$ cat config.mk
export PLATFORM = sky130hd
export DESIGN_NAME = host_bus_pacer
export DESIGN_NICKNAME = d
export VERILOG_FILES = /design/src/rtl/hbp_pkg.sv /design/src/rtl/hbp_sync.sv /design/src/rtl/hbp_datapath.sv /design/src/rtl/hbp_ctrl.sv /design/src/rtl/host_bus_pacer.sv
export SDC_FILE = /design/constraint.sdc
export NUM_CORES = 1
export LEC_CHECK = 0
export BUFFER_PORTS_ARGS = -buffer_cell sky130_fd_sc_hd__buf_4
export CORE_MARGIN = 2
export CORE_UTILIZATION = 25
export DETAILED_ROUTE_END_ITERATION = 10
export GPL_TIMING_DRIVEN = 0
export PLACE_DENSITY_LB_ADDON = 0.12
export SYNTH_ARGS = -nofsm -noshare
export SYNTH_HDL_FRONTEND = slang
export SYNTH_HIERARCHICAL = 1
export SYNTH_SLANG_ARGS = --single-unit
$ cat constraint.sdc
create_clock -name clk -period 8.1 [get_ports clk]
set_input_delay 0.81 -clock clk [delete_from_list [all_inputs] [get_ports clk]]
set_output_delay 0.81 -clock clk [all_outputs]
set_load 0.01 [all_outputs]
$ cat src/rtl/hbp_pkg.sv
package hbp_pkg;

  typedef enum logic [1:0] {
    CLS_LOCAL = 2'd0,
    CLS_HOST  = 2'd1,
    CLS_VIDEO = 2'd2,
    CLS_RSVD  = 2'd3
  } regionClass_t;

  typedef struct packed {
    logic qPush;
    logic qPop;
    logic launchCore;
    logic motorSet;
    logic motorClr;
    logic readDone;
  } ctrlStrobes_t;

endpackage

$ cat src/rtl/hbp_sync.sv
module hbp_sync #(
  parameter int STAGES = 2
) (
  input  logic clk,
  input  logic rstN,
  input  logic asyncIn,
  output logic riseEdge
);

  logic [STAGES-1:0] chain;
  logic              prevLevel;

  generate
    for (genvar s = 0; s < STAGES; s++) begin : g_stage
      if (s == 0) begin : g_first
        always_ff @(posedge clk or negedge rstN) begin
          if (!rstN) chain[0] <= 1'b0;
          else       chain[0] <= asyncIn;
        end
      end else begin : g_next
        always_ff @(posedge clk or negedge rstN) begin
          if (!rstN) chain[s] <= 1'b0;
          else       chain[s] <= chain[s-1];
        end
      end
    end
  endgenerate

  always_ff @(posedge clk or negedge rstN) begin
    if (!rstN) prevLevel <= 1'b0;
    else       prevLevel <= chain[STAGES-1];
  end

  assign riseEdge = chain[STAGES-1] & ~prevLevel;

endmodule

$ cat src/rtl/hbp_datapath.sv
module hbp_datapath
  import hbp_pkg::*;
#(
  parameter int ADDR_W  = 16,
  parameter int DATA_W  = 8,
  parameter int REGIONS = 4,
  parameter int QDEPTH  = 4,
  parameter int IDX_W   = 2,
  parameter int CNT_W   = 3,
  parameter int PTR_W   = 2
) (
  input  logic              clk,
  input  logic              rstN,
  input  logic              cfgWe,
  input  logic [IDX_W-1:0]  cfgIdx,
  input  logic              cfgEnable,
  input  logic [ADDR_W-1:0] cfgBase,
  input  logic [ADDR_W-1:0] cfgMask,
  input  logic [1:0]        cfgClass,
  input  logic              coreWe,
  input  logic [ADDR_W-1:0] coreAddr,
  input  logic [DATA_W-1:0] coreWdata,
  input  ctrlStrobes_t      strb,
  input  logic [DATA_W-1:0] hostRdata,
  output regionClass_t      regionCls,
  output logic              qEmpty,
  output logic              qFull,
  output logic [CNT_W-1:0]  qCount,
  output logic              motorOn,
  output logic              hostWe,
  output logic [ADDR_W-1:0] hostAddr,
  output logic [DATA_W-1:0] hostWdata,
  output logic [DATA_W-1:0] coreRdata
);

  // Region table
  logic                regEn   [REGIONS];
  logic [ADDR_W-1:0]   regBase [REGIONS];
  logic [ADDR_W-1:0]   regMask [REGIONS];
  regionClass_t        regCls  [REGIONS];

  always_ff @(posedge clk or negedge rstN) begin
    if (!rstN) begin
      for (int i = 0; i < REGIONS; i++) begin
        regEn[i]   <= 1'b0;
        regBase[i] <= '0;
        regMask[i] <= '0;
        regCls[i]  <= CLS_LOCAL;
      end
    end else if (cfgWe) begin
      regEn[cfgIdx]   <= cfgEnable;
      regBase[cfgIdx] <= cfgBase;
      regMask[cfgIdx] <= cfgMask;
      regCls[cfgIdx]  <= regionClass_t'(cfgClass);
    end
  end

  // Lowest index wins: scan from the top so lower entries overwrite.
  always_comb begin
    regionCls = CLS_LOCAL;
    for (int i = REGIONS - 1; i >= 0; i--) begin
      if (regEn[i] && ((coreAddr & regMask[i]) == regBase[i]))
        regionCls = regCls[i];
    end
  end

  // Posted write FIFO
  logic [ADDR_W-1:0] qAddrMem [QDEPTH];
  logic [DATA_W-1:0] qDataMem [QDEPTH];
  logic [PTR_W-1:0]  wrPtr, rdPtr;

  assign qEmpty = (qCount == '0);
  assign qFull  = (qCount == CNT_W'(QDEPTH));

  always_ff @(posedge clk) begin
    if (strb.qPush) begin
      qAddrMem[wrPtr] <= coreAddr;
      qDataMem[wrPtr] <= coreWdata;
    end
  end

  always_ff @(posedge clk or negedge rstN) begin
    if (!rstN) begin
      wrPtr  <= '0;
      rdPtr  <= '0;
      qCount <= '0;
    end else begin
      if (strb.qPush) wrPtr <= wrPtr + 1'b1;
      if (strb.qPop)  rdPtr <= rdPtr + 1'b1;
      case ({strb.qPush, strb.qPop})
        2'b10:   qCount <= qCount + 1'b1;
        2'b01:   qCount <= qCount - 1'b1;
        default: qCount <= qCount;
      endcase
    end
  end

  // Host bus address/data registers
  always_ff @(posedge clk or negedge rstN) begin
    if (!rstN) begin
      hostWe    <= 1'b0;
      hostAddr  <= '0;
      hostWdata <= '0;
    end else if (strb.qPop) begin
      hostWe    <= 1'b1;
      hostAddr  <= qAddrMem[rdPtr];
      hostWdata <= qDataMem[rdPtr];
    end else if (strb.launchCore) begin
      hostWe    <= coreWe;
      hostAddr  <= coreAddr;
      hostWdata <= coreWdata;
    end
  end

  // Drive-motor flag
  always_ff @(posedge clk or negedge rstN) begin
    if (!rstN)              motorOn <= 1'b0;
    else if (strb.motorSet) motorOn <= 1'b1;
    else if (strb.motorClr) motorOn <= 1'b0;
  end

  assign coreRdata = strb.readDone ? hostRdata : '0;

endmodule

$ cat src/rtl/hbp_ctrl.sv
module hbp_ctrl
  import hbp_pkg::*;
#(
  parameter int          ADDR_W         = 16,
  parameter logic [15:0] MOTOR_ON_ADDR  = 16'hE011,
  parameter logic [15:0] MOTOR_OFF_ADDR = 16'hE010
) (
  input  logic              clk,
  input  logic              rstN,
  input  logic              coreReq,
  input  logic              coreWe,
  input  logic [ADDR_W-1:0] coreAddr,
  input  regionClass_t      regionCls,
  input  logic              qEmpty,
  input  logic              qFull,
  input  logic              motorOn,
  input  logic              hostEdge,
  output logic              coreStall,
  output logic              hostStrobe,
  output ctrlStrobes_t      strb
);

  localparam logic [ADDR_W-1:0] ON_A  = ADDR_W'(MOTOR_ON_ADDR);
  localparam logic [ADDR_W-1:0] OFF_A = ADDR_W'(MOTOR_OFF_ADDR);

  logic txnCore;
  logic paceOk;
  logic canFinish;
  logic finishNow;
  logic coreOwnsBus;

  assign paceOk      = !motorOn || hostEdge;
  assign coreOwnsBus = hostStrobe && txnCore;

  always_comb begin
    case (regionCls)
      CLS_HOST:  canFinish = hostEdge && coreOwnsBus;
      CLS_VIDEO: canFinish = coreWe ? (paceOk && !qFull) : paceOk;
      default:   canFinish = paceOk;
    endcase
  end

  assign finishNow = coreReq && canFinish;
  assign coreStall = coreReq && !canFinish;

  always_comb begin
    strb            = '0;
    strb.qPush      = finishNow && (regionCls == CLS_VIDEO) && coreWe;
    strb.qPop       = hostEdge && !qEmpty;
    strb.launchCore = hostEdge && qEmpty && coreReq &&
                      (regionCls == CLS_HOST) && !coreOwnsBus;
    strb.motorSet   = finishNow && coreWe && (coreAddr == ON_A);
    strb.motorClr   = finishNow && coreWe && (coreAddr == OFF_A) &&
                      (coreAddr != ON_A);
    strb.readDone   = finishNow && (regionCls == CLS_HOST) && !coreWe;
  end

  // One host bus cycle spans one host clock period, edge to edge.
  always_ff @(posedge clk or negedge rstN) begin
    if (!rstN) begin
      hostStrobe <= 1'b0;
      txnCore    <= 1'b0;
    end else if (hostEdge) begin
      hostStrobe <= strb.qPop || strb.launchCore;
      txnCore    <= strb.launchCore;
    end
  end

endmodule

$ cat src/rtl/host_bus_pacer.sv
module host_bus_pacer
  import hbp_pkg::*;
#(
  parameter int          ADDR_W         = 16,
  parameter int          DATA_W         = 8,
  parameter int          NUM_REGIONS    = 4,
  parameter int          QDEPTH         = 4,
  parameter int          SYNC_STAGES    = 2,
  parameter logic [15:0] MOTOR_ON_ADDR  = 16'hE011,
  parameter logic [15:0] MOTOR_OFF_ADDR = 16'hE010,
  localparam int         IDX_W = (NUM_REGIONS > 1) ? $clog2(NUM_REGIONS) : 1
) (
  input  logic              clk,
  input  logic              rstN,
  input  logic              cfgWe,
  input  logic [IDX_W-1:0]  cfgIdx,
  input  logic              cfgEnable,
  input  logic [ADDR_W-1:0] cfgBase,
  input  logic [ADDR_W-1:0] cfgMask,
  input  logic [1:0]        cfgClass,
  input  logic              coreReq,
  input  logic              coreWe,
  input  logic [ADDR_W-1:0] coreAddr,
  input  logic [DATA_W-1:0] coreWdata,
  output logic              coreStall,
  output logic [DATA_W-1:0] coreRdata,
  input  logic              hostClk,
  output logic              hostStrobe,
  output logic              hostWe,
  output logic [ADDR_W-1:0] hostAddr,
  output logic [DATA_W-1:0] hostWdata,
  input  logic [DATA_W-1:0] hostRdata
);

  localparam int CNT_W = $clog2(QDEPTH + 1);
  localparam int PTR_W = (QDEPTH > 1) ? $clog2(QDEPTH) : 1;

  logic         hostEdge;
  regionClass_t regionCls;
  logic         qEmpty;
  logic         qFull;
  logic [CNT_W-1:0] qCount;
  logic         motorOn;
  ctrlStrobes_t strb;

  hbp_sync #(.STAGES(SYNC_STAGES)) u_sync (
    .clk      (clk),
    .rstN     (rstN),
    .asyncIn  (hostClk),
    .riseEdge (hostEdge)
  );

  hbp_ctrl #(
    .ADDR_W         (ADDR_W),
    .MOTOR_ON_ADDR  (MOTOR_ON_ADDR),
    .MOTOR_OFF_ADDR (MOTOR_OFF_ADDR)
  ) u_ctrl (
    .clk        (clk),
    .rstN       (rstN),
    .coreReq    (coreReq),
    .coreWe     (coreWe),
    .coreAddr   (coreAddr),
    .regionCls  (regionCls),
    .qEmpty     (qEmpty),
    .qFull      (qFull),
    .motorOn    (motorOn),
    .hostEdge   (hostEdge),
    .coreStall  (coreStall),
    .hostStrobe (hostStrobe),
    .strb       (strb)
  );

  hbp_datapath #(
    .ADDR_W  (ADDR_W),
    .DATA_W  (DATA_W),
    .REGIONS (NUM_REGIONS),
    .QDEPTH  (QDEPTH),
    .IDX_W   (IDX_W),
    .CNT_W   (CNT_W),
    .PTR_W   (PTR_W)
  ) u_dp (
    .clk       (clk),
    .rstN      (rstN),
    .cfgWe     (cfgWe),
    .cfgIdx    (cfgIdx),
    .cfgEnable (cfgEnable),
    .cfgBase   (cfgBase),
    .cfgMask   (cfgMask),
    .cfgClass  (cfgClass),
    .coreWe    (coreWe),
    .coreAddr  (coreAddr),
    .coreWdata (coreWdata),
    .strb      (strb),
    .hostRdata (hostRdata),
    .regionCls (regionCls),
    .qEmpty    (qEmpty),
    .qFull     (qFull),
    .qCount    (qCount),
    .motorOn   (motorOn),
    .hostWe    (hostWe),
    .hostAddr  (hostAddr),
    .hostWdata (hostWdata),
    .coreRdata (coreRdata)
  );

endmodule

-- Yosys cells after proc, flatten, opt, wreduce, memory -nomap -nowiden
Memory sizes are Yosys's and may differ from the RTL's.
Index checks and enable logic that the tools add are counted.
Widths: inputs -> output; s select.
- $lt $le $gt $ge: 2
- equal/unequal tests: 12
- mux-type cells: 28
- reductions and logical operators: 35
- add/sub/neg operators: 4
- bitwise gates (word level): 7
- operator list (cell ; number):
    $bwmux 64 ; 2
    $and 16x16->16 ; 4
    $eq 16x16->1 ; 4
    $mux 16 ; 3
    $demux 16 s2 ; 1
    $eq 16x16->1 const B ; 2
    $mux 8 ; 3
    $logic_and 1x1->1 ; 23
    $ne 16x16->1 const B ; 1
    $mux 2 ; 5
    $bwmux 8 ; 1
    $mux 1 ; 8
    $logic_not 1->1 ; 6
    $pmux 3 s2 ; 1
    $reduce_bool 2->1 ; 3
    $add 2x1->2 const B ; 2
    $bwmux 4 ; 1
    $demux 2 s2 ; 1
    $eq 2x1->1 const B ; 2
    $eq 2x2->1 const B ; 2
    $add 3x1->3 const B ; 1
    $eq 3x3->1 const B ; 1
    $ge 3x3->1 const B ; 1
    $logic_not 3->1 ; 1
    8 further kinds ; 9
- RAM bits: 96
- word-level logic and storage cells: 118
- memories: 2
- bits in registers: 178
- output and inout bits: 35
- bits of input ports: 75
- memory list (memory ; words ; bits a word ; read ports ; clocked after Yosys merged registers in ; wr ports ; RTL line ; text):
    u_dp.qAddrMem ; 4 ; 16 ; 1 ; 0 ; 1 ; hbp_datapath.sv:68 ; logic [ADDR_W-1:0] qAddrMem [QDEPTH];
    u_dp.qDataMem ; 4 ; 8 ; 1 ; 0 ; 1 ; hbp_datapath.sv:69 ; logic [DATA_W-1:0] qDataMem [QDEPTH];

-- Depth between registers and ports, before layout
Gate-level depths: netlist (run 1).
- depth after elaboration: 15
- gate-level depth with buffers: 18
- depth with buffers taken out: 18

-- Hierarchy
The synthesis (run 1) kept the hierarchy.
- by module, submodules not included (module ; cells each ; area an instance (µm²) ; times used ; sequential area each (µm²)):
    hbp_datapath ; 750 ; 11327.1 ; 1 ; 7211.9
    hbp_ctrl ; 35 ; 260.2 ; 1 ; 50.0
    hbp_sync ; 4 ; 88.8 ; 1 ; 75.1

-- Worst setup path before layout (run 1)
OpenSTA, ideal clock, no wires.
- path type: input port to flip-flop
- from: in coreAddr[13]
- to: mem u_dp.qAddrMem[0][0], enable pin
- data arrival time: 3.907 ns
- setup slack: 3.811 ns
- data required time: 7.717 ns
- path buffers: 0
- stages on the path: 12
- library setup time: 0.383 ns
- cell sequence: a21oi_1 -> o22ai_1 -> or4_4 -> nor4_4 -> a21oi_1 -> o32a_2 -> inv_1 -> ha_1 -> a21boi_1 -> o2111ai_1 -> a21boi_0 -> and2_1
- RTL lines (what ; RTL line ; text):
    start, declared ; host_bus_pacer.sv:23 ; input logic [ADDR_W-1:0] coreAddr,
    end, declared ; hbp_datapath.sv:68 ;

==> impl_results.md, run 1 <==
- Worst skew pair latency: 0.52 ns
- WL met3: 1180 microns
- GRT overflow: 0
- Final Instance Area: 14,400 sq um
- Longest Clk Path Bufs: 3
- Routability cong.: 0.6892
- Top routing layer in use: met4
- Lkg Pwr: 5.694 nW
- Number of nets in the layout: 1,018
- Pins Over Slew Limit: 0
- Post-synth ARST share: 64.96%
- Die width: 220.1 microns
- Clock sink count: 274
- Worst Tran Pin Value: 1.362 ns
- CTS Hold Bufs: 0
- Drt pass-1 iters: 4
- Post-synth top area share: 38.15%
- Final wirelength: 32,700 microns
- Largest net degree at the start of global routing: 108
- Crit. End Element: flop
- Setup TNS: 0 ns
- Via-to-Cell Ratio: 4.442
- CTS tree: yes
- WL met1: 15,270 microns
- Min-Delay Path Class: input port to asynchronous set/reset pin
- Unrepaired setup endpoints after global routing: no
- Syn Nets: 872
- Sequential element share of the synthesized area: 62.84%
- Cell with the most instances after synthesis: dfrtp_1
- DIE HEIGHT: 220.1 microns
- Synth Warn #: 6
- GRT Total Usage: 13.85%
- Post CTS Setup Buffer Count: 0
- Rows: 79
- Initial Util: 25.19%
- Slew headroom: 9.180%
- Vias in the first global route: 7,349
- P per Cell Area: 284.8 nW/um^2
- DRC Markers: 0
- Cell variety after synth: 47
- Area grow syn2layout: 23.31%
- Max H-tree Level: 2
- Worst Path Arrival: 5.51 ns
- CP startpoint kind: input port
- Inserted Clock Buffers: 34
- Final Critical Period: 5.406 ns
- VDD IR max: 0.1135 mV
- Wire per inst: 20.91 microns
- Die Area: 48,450 sq um
- Clock Skews: 0.02228 ns
- Max Fclk: 185.0 MHz
- # resized after CTS: 0
- Placed cell area: 13,290 sq um
- Max Fanout on Critical Path: 24
- Finished Core Util: 31.06%
- Fin crit share: 66.74%
- EDFF count, synth: 96
- Top cells by count, synth: 178 x dfrtp_1, 140 x mux2_2, 96 x edfxtp_1
- Yosys reg bits: 274
- Max Cap Violations: 0
- Initial drt markers: 389
- Mapped Area: 11,680 sq um
- Metal2 WL: 15,720 microns
- Syn Area/Cell: 14.80 sq um
- Critical path class: input port to flop
- First-pass GRT wire length: 48,740 microns
- Share of cells above drive strength 1: 35.15%
- Hold Fails Final Rpt: 0
- Port buffer count: 109
- Final setup vio count: 0
- Area contributors post-synth: dfrtp_1 38%, edfxtp_1 25%, mux2_2 14%, mux4_2 4.6%, nand2_1 2.2%
- Post-DP HPWL: 21,910 microns
- Clock-pin slew on the worst setup and hold paths: 0.05 ns
- Syn Inst Count: 789
- ANT nets after route: 0
- Root Buffer: clkbuf_16
- I/O pin cnt: 110
- Antenna violations before repair: 1
- Vias post-DR: 6,948
- Core Area: 46,360 sq um
- Worst path required time: 8.21 ns
- Outcome: completed
- Synth area leader: dfrtp_1
- Post-synth top flop: dfrtp_1
-- where the power goes --
| group | switching, mW | internal, mW |
|---|---|---|
| Clock | 0.575 | 0.939 |
| Sequential | 0.131 | 1.65 |
| Combinational | 0.384 | 0.426 |
| Total | 1.09 | 3.01 |
-- through the flow --
stage	worst slack, ns	hold WS [ns]	power (mW)	instances
detailed placement	2.008	0.3490	2.634	1506
CTS	2.538	0.2802	4.178	1563
global placement	2.036	0.3409	2.620	1505
floorplan	3.811	0.3312	2.284	789
global route	2.229	0.2984	4.335	1563
finish	2.694	0.2545	4.101	1564
-- sequential cells by signal, summed over array words and instances (netlist names) --
register and count:
u_dp/regMask 64, u_dp/motorOn 1, u_ctrl/txnCore 1, u_dp/hostWe 1
u_sync/prevLevel 1, u_dp/qDataMem 32, u_dp/hostAddr 16, u_sync/chain 2
u_dp/regEn 4, u_dp/wrPtr 2, u_dp/regBase 64, u_dp/qAddrMem 64
u_dp/regCls 8, u_dp/qCount 3, u_dp/rdPtr 2, u_ctrl/hostStrobe 1
u_dp/hostWdata 8
-- final timing paths --
check | startpoint | slack (ns) | cells after the start | endpoint
min in group clk | u_sync/chain[0]$_DFF_PN0_ | 0.36 | 0 | u_sync/chain[1]$_DFF_PN0_
max reg2reg | u_dp/regMask[17]$_DFFE_PN0P_ | 2.76 | 12 | u_dp/qAddrMem[3][11]$_DFFE_PP_
min | rstN | 0.25 | 1 | u_dp/regMask[9]$_DFFE_PN0P_
max in group asynchronous | rstN | 6.82 | 2 | u_dp/regCls[5]$_DFFE_PN0P_
max | coreAddr[1] | 2.69 | 13 | u_dp/qAddrMem[3][11]$_DFFE_PP_
min reg2reg | u_sync/chain[0]$_DFF_PN0_ | 0.36 | 0 | u_sync/chain[1]$_DFF_PN0_
-- area by class of cell --
class                      instances  area (sq um)
fill                            4668         31960
sequential                       274          7337
multi-input combinational        473          4179
clock buffer                      50         992.2
timing repair buffer             110         853.3
tap                              607         759.5
clock inverter                     7         112.6
buffer                            27         105.1
inverter                          15         56.30
antenna                            1         2.502
-- routing by layer --
| metal | up-vias | GRT usage [%] |
|---|---|---|
| met5 | - | 0 |
| met4 | 0 | 3.199 |
| met2 | 111 | 22.85 |
| li1 | 3201 | - |
| met3 | 36 | 2.195 |
| met1 | 3600 | 19.10 |
-- cell families after synthesis --
logic type / Yosys count / synth area share, %
multiplexers: 189 / 20.27
buffers and inverters: 42 / 1.382
flip-flops: 274 / 62.84
adder cells (fa/ha/maj): 8 / 0.9215
AO/OA/AOI/OAI: 79 / 4.136
XOR/XNOR: 46 / 3.450
AND/OR/NAND/NOR: 151 / 6.997
-- critical path: stages --
cell       delay (ns)
buf_4            0.17
a21o_1           0.17
a211oi_1         0.39
nand4_1          0.18
nor4_1           0.73
nor3b_1          0.13
o32a_2           0.41
inv_1            0.08
ha_1             0.16
a21boi_1         0.25
o2111ai_1        0.19
a21boi_0         0.69
and2_1           1.15
-- cells in the final DEF (no fill, tap or decap), drive strengths merged, types with 2 or more instances in the layout --
cell	netlist	final
and2	16	16
a21boi	6	6
ha	7	7
a21o	5	5
xor2	29	29
and3	20	20
nand3b	2	2
o22ai	2	2
and3b	5	5
clkinv	0	3
nor3	2	2
a21oi	19	19
mux2	140	140
mux2i	25	25
nor4	8	8
nand4	9	9
o32a	2	2
buf	5	115
nand3	9	9
nand2	69	69
clkbuf	22	72
edfxtp	96	96
mux4	24	24
bufinv	0	3
o22a	4	4
inv	15	16
xnor2	17	17
nor2b	3	3
a211oi	7	7
dfrtp	178	178
o21ai	30	30
nor3b	3	3
(Power assumes the default switching activity.)
==> inputs of run 2 (changes only) <==
==> constraint.sdc (replaced) <==
create_clock -name clk -period 5.4 [get_ports clk]
set_input_delay 0.54 -clock clk [delete_from_list [all_inputs] [get_ports clk]]
set_output_delay 0.54 -clock clk [all_outputs]
set_load 0.01 [all_outputs]
==> impl_results.md, run 2 (synthesis results as in run 1) <==
- Worst Path Buf+Inv: 2
- Clock-pin slew on the worst setup and hold paths: 0.06 ns
- Post-DP HPWL: 21,910 microns
- GRT Total Usage: 13.85%
- Post CTS Setup Buffer Count: 0
- Worst skew pair latency: 0.52 ns
- DIE HEIGHT: 220.1 microns
- Crit-path most repeated cell: a211oi_1
- R2R depth: 12
- Largest regs: u_dp/qAddrMem (64), u_dp/regBase (64), u_dp/regMask (64)
- Max Fanout on Critical Path: 8
- ANT nets after route: 0
- Worst Path Arrival: 4.44 ns
- Die Area: 48,450 sq um
- Max H-tree Level: 2
- Pre-CTS setup slack: -0.4216 ns
- Final Critical Period: 4.983 ns
- Longest Clk Path Bufs: 3
- WL met3: 1180 microns
- Max Cap Violations: 0
- Share of cells above drive strength 1: 35.46%
- GRT overflow: 0
- Hold_ws: -0.01551 ns
- Commonest cells after routing, fill and taps aside: 178 x dfrtp_1, 140 x mux2_2, 108 x buf_4, 96 x edfxtp_1, 69 x nand2_1
- CP max stage cell: nor4_1
- Crit. End Element: output port
- Most common cell after layout, fill and taps aside: dfrtp_1
- Metal2 WL: 15,720 microns
- Drt pass-1 iters: 4
- Lkg Pwr: 5.696 nW
- Pins Over Slew Limit: 0
- Slew headroom: 12.35%
- Flop-to-flop setup slack: 0.46 ns
- Final Instance Area: 14,400 sq um
- Violated checks: negative hold slack
- I/O pin cnt: 110
- Port buffer count: 109
- Inserted Clock Buffers: 34
- Initial Util: 25.19%
- Initial drt markers: 389
- Worst Tran Pin Value: 1.315 ns
- Vias post-DR: 6,948
- Worst flop-to-flop path endpoint: u_dp/qAddrMem[0][5]$_DFFE_PP_
- DRC Markers: 0
- Post-route setup slack: 0.4173 ns
- CTS tree: yes
- Routability cong.: 0.6892
- Stages on the worst setup path: 13
- Finished Core Util: 31.07%
- Crit. Startpoint: u_dp/regMask[17]$_DFFE_PN0P_
- Top routing layer in use: met4
- Clock Skews: 0.02228 ns
- Area grow syn2layout: 23.34%
- Outcome: finished with violations
- Antenna violations before repair: 1
- CP startpoint kind: flop
- CP top delay family: compound AO/OA/AOI/OAI gates
- Final wirelength: 32,700 microns
- P per Cell Area: 427.1 nW/um^2
- CP Cell Sequence: a21o_1 > a211oi_1 > nand4_1 > nor4_1 > nor3b_1 > o32a_2 > inv_1 > ha_1 > a21boi_1 > o21bai_1 > a211oi_1 > and2_1 > buf_4
- Via-to-Cell Ratio: 4.442
- Rows: 79
- Fin crit share: 92.27%
- Vias in the first global route: 7,349
- Setup TNS: 0 ns
- Number of nets in the layout: 1,018
- Min-Delay Path Class: input port to asynchronous set/reset pin
- Wire per inst: 20.91 microns
- Placed cell area: 13,290 sq um
- Final setup vio count: 0
- Clock sink count: 274
- Hold Fails Final Rpt: 6
- Worst R2R Start: u_dp/regMask[17]$_DFFE_PN0P_
- Critical path class: flop to output port
- Max Fclk: 200.7 MHz
- CP peak stage delay: 0.73 ns
- First-pass GRT wire length: 48,740 microns
- Worst path required time: 4.86 ns
- Die width: 220.1 microns
- Root Buffer: clkbuf_16
- Unrepaired setup endpoints after global routing: no
- WL met1: 15,270 microns
- Core Area: 46,360 sq um
- Critical path destination: coreRdata[4]
- VDD IR max: 0.1703 mV
- Largest net degree at the start of global routing: 108
==> run 2: worst reg2reg max path, delay by kind of cell (launching register included) <==
family	cells	cell delay [ns]
AO/OA/AOI/OAI	6	2.12
adder cells (fa/ha/maj)	1	0.16
buffers and inverters	1	0.08
flip-flops	1	0.39
AND/OR/NAND/NOR	4	1.80
==> run 2: through the flow <==
step / total power [mW] / cells
finish: 6.151 / 1564
global route: 6.502 / 1563
CTS: 6.267 / 1563
detailed placement: 3.952 / 1506
global placement: 3.931 / 1505
floorplan: 3.426 / 789
==> run 2: cell type report <==
class | count | area [sq um]
timing repair buffer | 110 | 853.3
multi-input combinational | 473 | 4183
clock inverter | 7 | 112.6
buffer | 27 | 105.1
tap | 607 | 759.5
sequential | 274 | 7337
antenna | 1 | 2.502
fill | 4665 | 31960
inverter | 15 | 56.30
clock buffer | 50 | 992.2
==> run 2: worst min path at each step <==
stage / from / end / slack (ns) / depth (start not counted)
3_3_place_gp: u_sync/chain[0]$_DFF_PN0_ / u_sync/chain[1]$_DFF_PN0_ / 0.34 / 0
6_report: rstN / u_dp/regMask[9]$_DFFE_PN0P_ / -0.02 / 1
3_5_place_dp: u_sync/chain[0]$_DFF_PN0_ / u_sync/chain[1]$_DFF_PN0_ / 0.35 / 0
4_1_cts: rstN / u_dp/regMask[52]$_DFFE_PN0P_ / 0.01 / 1
5_1_grt: rstN / u_dp/regMask[41]$_DFFE_PN0P_ / 0.03 / 1
2_1_floorplan: rstN / u_ctrl/hostStrobe$_DFFE_PN0P_ / 0.24 / 0
==> run 2: per-layer routing <==
metal	vias to the layer above	GRT usage, %
met5	-	0
met2	111	22.85
met3	36	2.195
li1	3201	-
met1	3600	19.10
met4	0	3.199
==> run 2: repair_timing <==
| item | CTS | global route |
|---|---|---|
| gates resized for setup | 4 | 0 |
| hold buffers | 0 | 0 |
| setup endpoints to repair | 96 | 0 |
==> run 2: report_power, final <==
part	total, mW	switching, mW	leakage (nW)	internal, mW
logic	1.22	0.576	2.17	0.639
clock network	2.27	0.862	0.541	1.41
registers	2.66	0.196	2.98	2.47
total	6.15	1.63	5.70	4.52
==> inputs of run 3 (changes only) <==
--- a/config.mk
+++ b/config.mk
@@ -6,6 +6,8 @@
 export NUM_CORES = 1
 export LEC_CHECK = 0
 export BUFFER_PORTS_ARGS = -buffer_cell sky130_fd_sc_hd__buf_4
+export CELL_PAD_IN_SITES_DETAIL_PLACEMENT = 1
+export CELL_PAD_IN_SITES_GLOBAL_PLACEMENT = 2
 export CORE_MARGIN = 2
 export CORE_UTILIZATION = 25
 export DETAILED_ROUTE_END_ITERATION = 10
==> impl_results.md, run 3 (synthesis results as in run 1) <==
- Outcome: completed
- Finished Core Util: 31.24%
- Clock Skews: 0.02329 ns
- Unrepaired setup endpoints after global routing: no
- Most common cell after layout, fill and taps aside: dfrtp_1
- Largest net degree at the start of global routing: 64
- Drt pass-1 iters: 4
- CTS tree: yes
- Commonest cells after routing, fill and taps aside: 178 x dfrtp_1, 140 x mux2_2, 108 x buf_4, 96 x edfxtp_1, 69 x nand2_1
- GRT overflow: 0
- Post-DP HPWL: 23,680 microns
- First-pass GRT wire length: 51,530 microns
- Port buffer count: 109
- Antenna violations before repair: 0
- Crit. End Element: output port
- Worst Tran Pin Value: 1.187 ns
- DIE HEIGHT: 220.1 microns
- Wire per inst: 22.10 microns
- Hold Fails Final Rpt: 0
- Worst path required time: 4.86 ns
- Power Total: 6.187 mW
- ANT nets after route: 0
- Clock sink count: 274
- Setup TNS: 0 ns
- Max H-tree Level: 2
- Fin cells: 1,568
- Initial drt markers: 299
- Slew headroom: 20.52%
- Max Fclk: 205.7 MHz
- Final setup vio count: 0
- Inserted Clock Buffers: 35
- Die Area: 48,450 sq um
- Longest Clk Path Bufs: 3
- Final wirelength: 34,650 microns
- Pins Over Slew Limit: 0
- Largest regs: u_dp/qAddrMem (64), u_dp/regBase (64), u_dp/regMask (64)
- Vias post-DR: 7,007
- Core Area: 46,360 sq um
- DRC Markers: 0
- Number of nets in the layout: 1,022
- Die width: 220.1 microns
- Vias in the first global route: 7,782
- Max Fanout on Critical Path: 8
- Area grow syn2layout: 24.04%
- Root Buffer: clkbuf_16
- Min-Delay Path Class: input port to flop
- Worst Path Arrival: 4.32 ns
- Critical path class: flop to output port
- Lkg Pwr: 5.737 nW
- Fin crit share: 90.01%
- Max Cap Violations: 0
- Placed cells: 1,508
- I/O pin cnt: 110
- Via-to-Cell Ratio: 4.469
- Flop-to-flop setup slack: 0.63 ns
- Worst skew pair latency: 0.52 ns
- P per Cell Area: 427.2 nW/um^2
- Share of cells above drive strength 1: 36.25%
- Routability cong.: 0.6961
- Final Critical Period: 4.861 ns
- Rows: 79
- Initial Util: 25.19%
- GRT Total Usage: 14.65%
- Clock-pin slew on the worst setup and hold paths: 0.05 ns
- VDD IR max: 0.1950 mV
- CP startpoint kind: flop
==> run 3: through the flow <==
stage | setup slack [ns] | cell area, sq um | hold WS [ns]
after floorplan | 1.381 | 11680 | 0.2444
after global placement | -0.6122 | 13250 | 0.3400
final | 0.5393 | 14480 | 0.1409
after global routing | 0.1648 | 14480 | 0.1276
after CTS | 0.009826 | 14470 | 0.1163
after detailed placement | -0.5872 | 13330 | 0.3404
==> run 3: layer usage <==
layer	global-route usage, %	part of all wire [%]
met1	19.76	46
met3	2.236	3.7
met2	24.71	49
met5	0	0
met4	3.512	1.8
==> run 3: cell type report <==
class	count	area (sq um)
multi-input combinational	473	4194
clock inverter	11	78.83
tap	607	759.5
sequential	274	7337
buffer	27	105.1
inverter	15	56.30
fill	4888	31880
timing repair buffer	113	905.9
antenna	1	2.502
clock buffer	47	1044
==> run 3: worst max-delay path, stage by stage, from the launching register on <==
cell and delay, ns:
dfrtp_1 0.40, a21o_1 0.18, a211oi_1 0.39, nand4_1 0.18
nor4_2 0.62, nor3b_1 0.12, o32a_2 0.39, inv_1 0.07
ha_1 0.15, a21boi_1 0.25, o21bai_1 0.11, a211oi_1 0.60
and2_1 0.22, buf_4 0.12
==> run 3: path summary, 6_finish.rpt <==
kind | start | end | depth (start not counted)
max in group asynchronous | rstN | u_dp/hostAddr[8]$_DFFE_PN0P_ | 3
worst min-delay path | hostClk | u_sync/chain[0]$_DFF_PN0_ | 1
worst max-delay path | u_dp/regMask[17]$_DFFE_PN0P_ | coreRdata[7] | 13
worst min register to register | u_sync/chain[0]$_DFF_PN0_ | u_sync/chain[1]$_DFF_PN0_ | 0
worst max register to register | u_dp/regMask[17]$_DFFE_PN0P_ | u_dp/qAddrMem[1][14]$_DFFE_PP_ | 13
min in group asynchronous | rstN | u_dp/regMask[41]$_DFFE_PN0P_ | 2
==> run 3: power by group <==
group,total [mW],internal [mW],switching (mW)
sequential,2.66,2.47,0.193
clock,2.28,1.39,0.893
combinational,1.24,0.643,0.598
==> run 3: repair_timing <==
item                       4_1_cts  5_1_grt
setup endpoints to repair       72      105
buffers inserted                 0        0
hold buffers                     1        0
hold endpoints to repair        49        0
resized for setup                3        3
pin swaps                        0        0
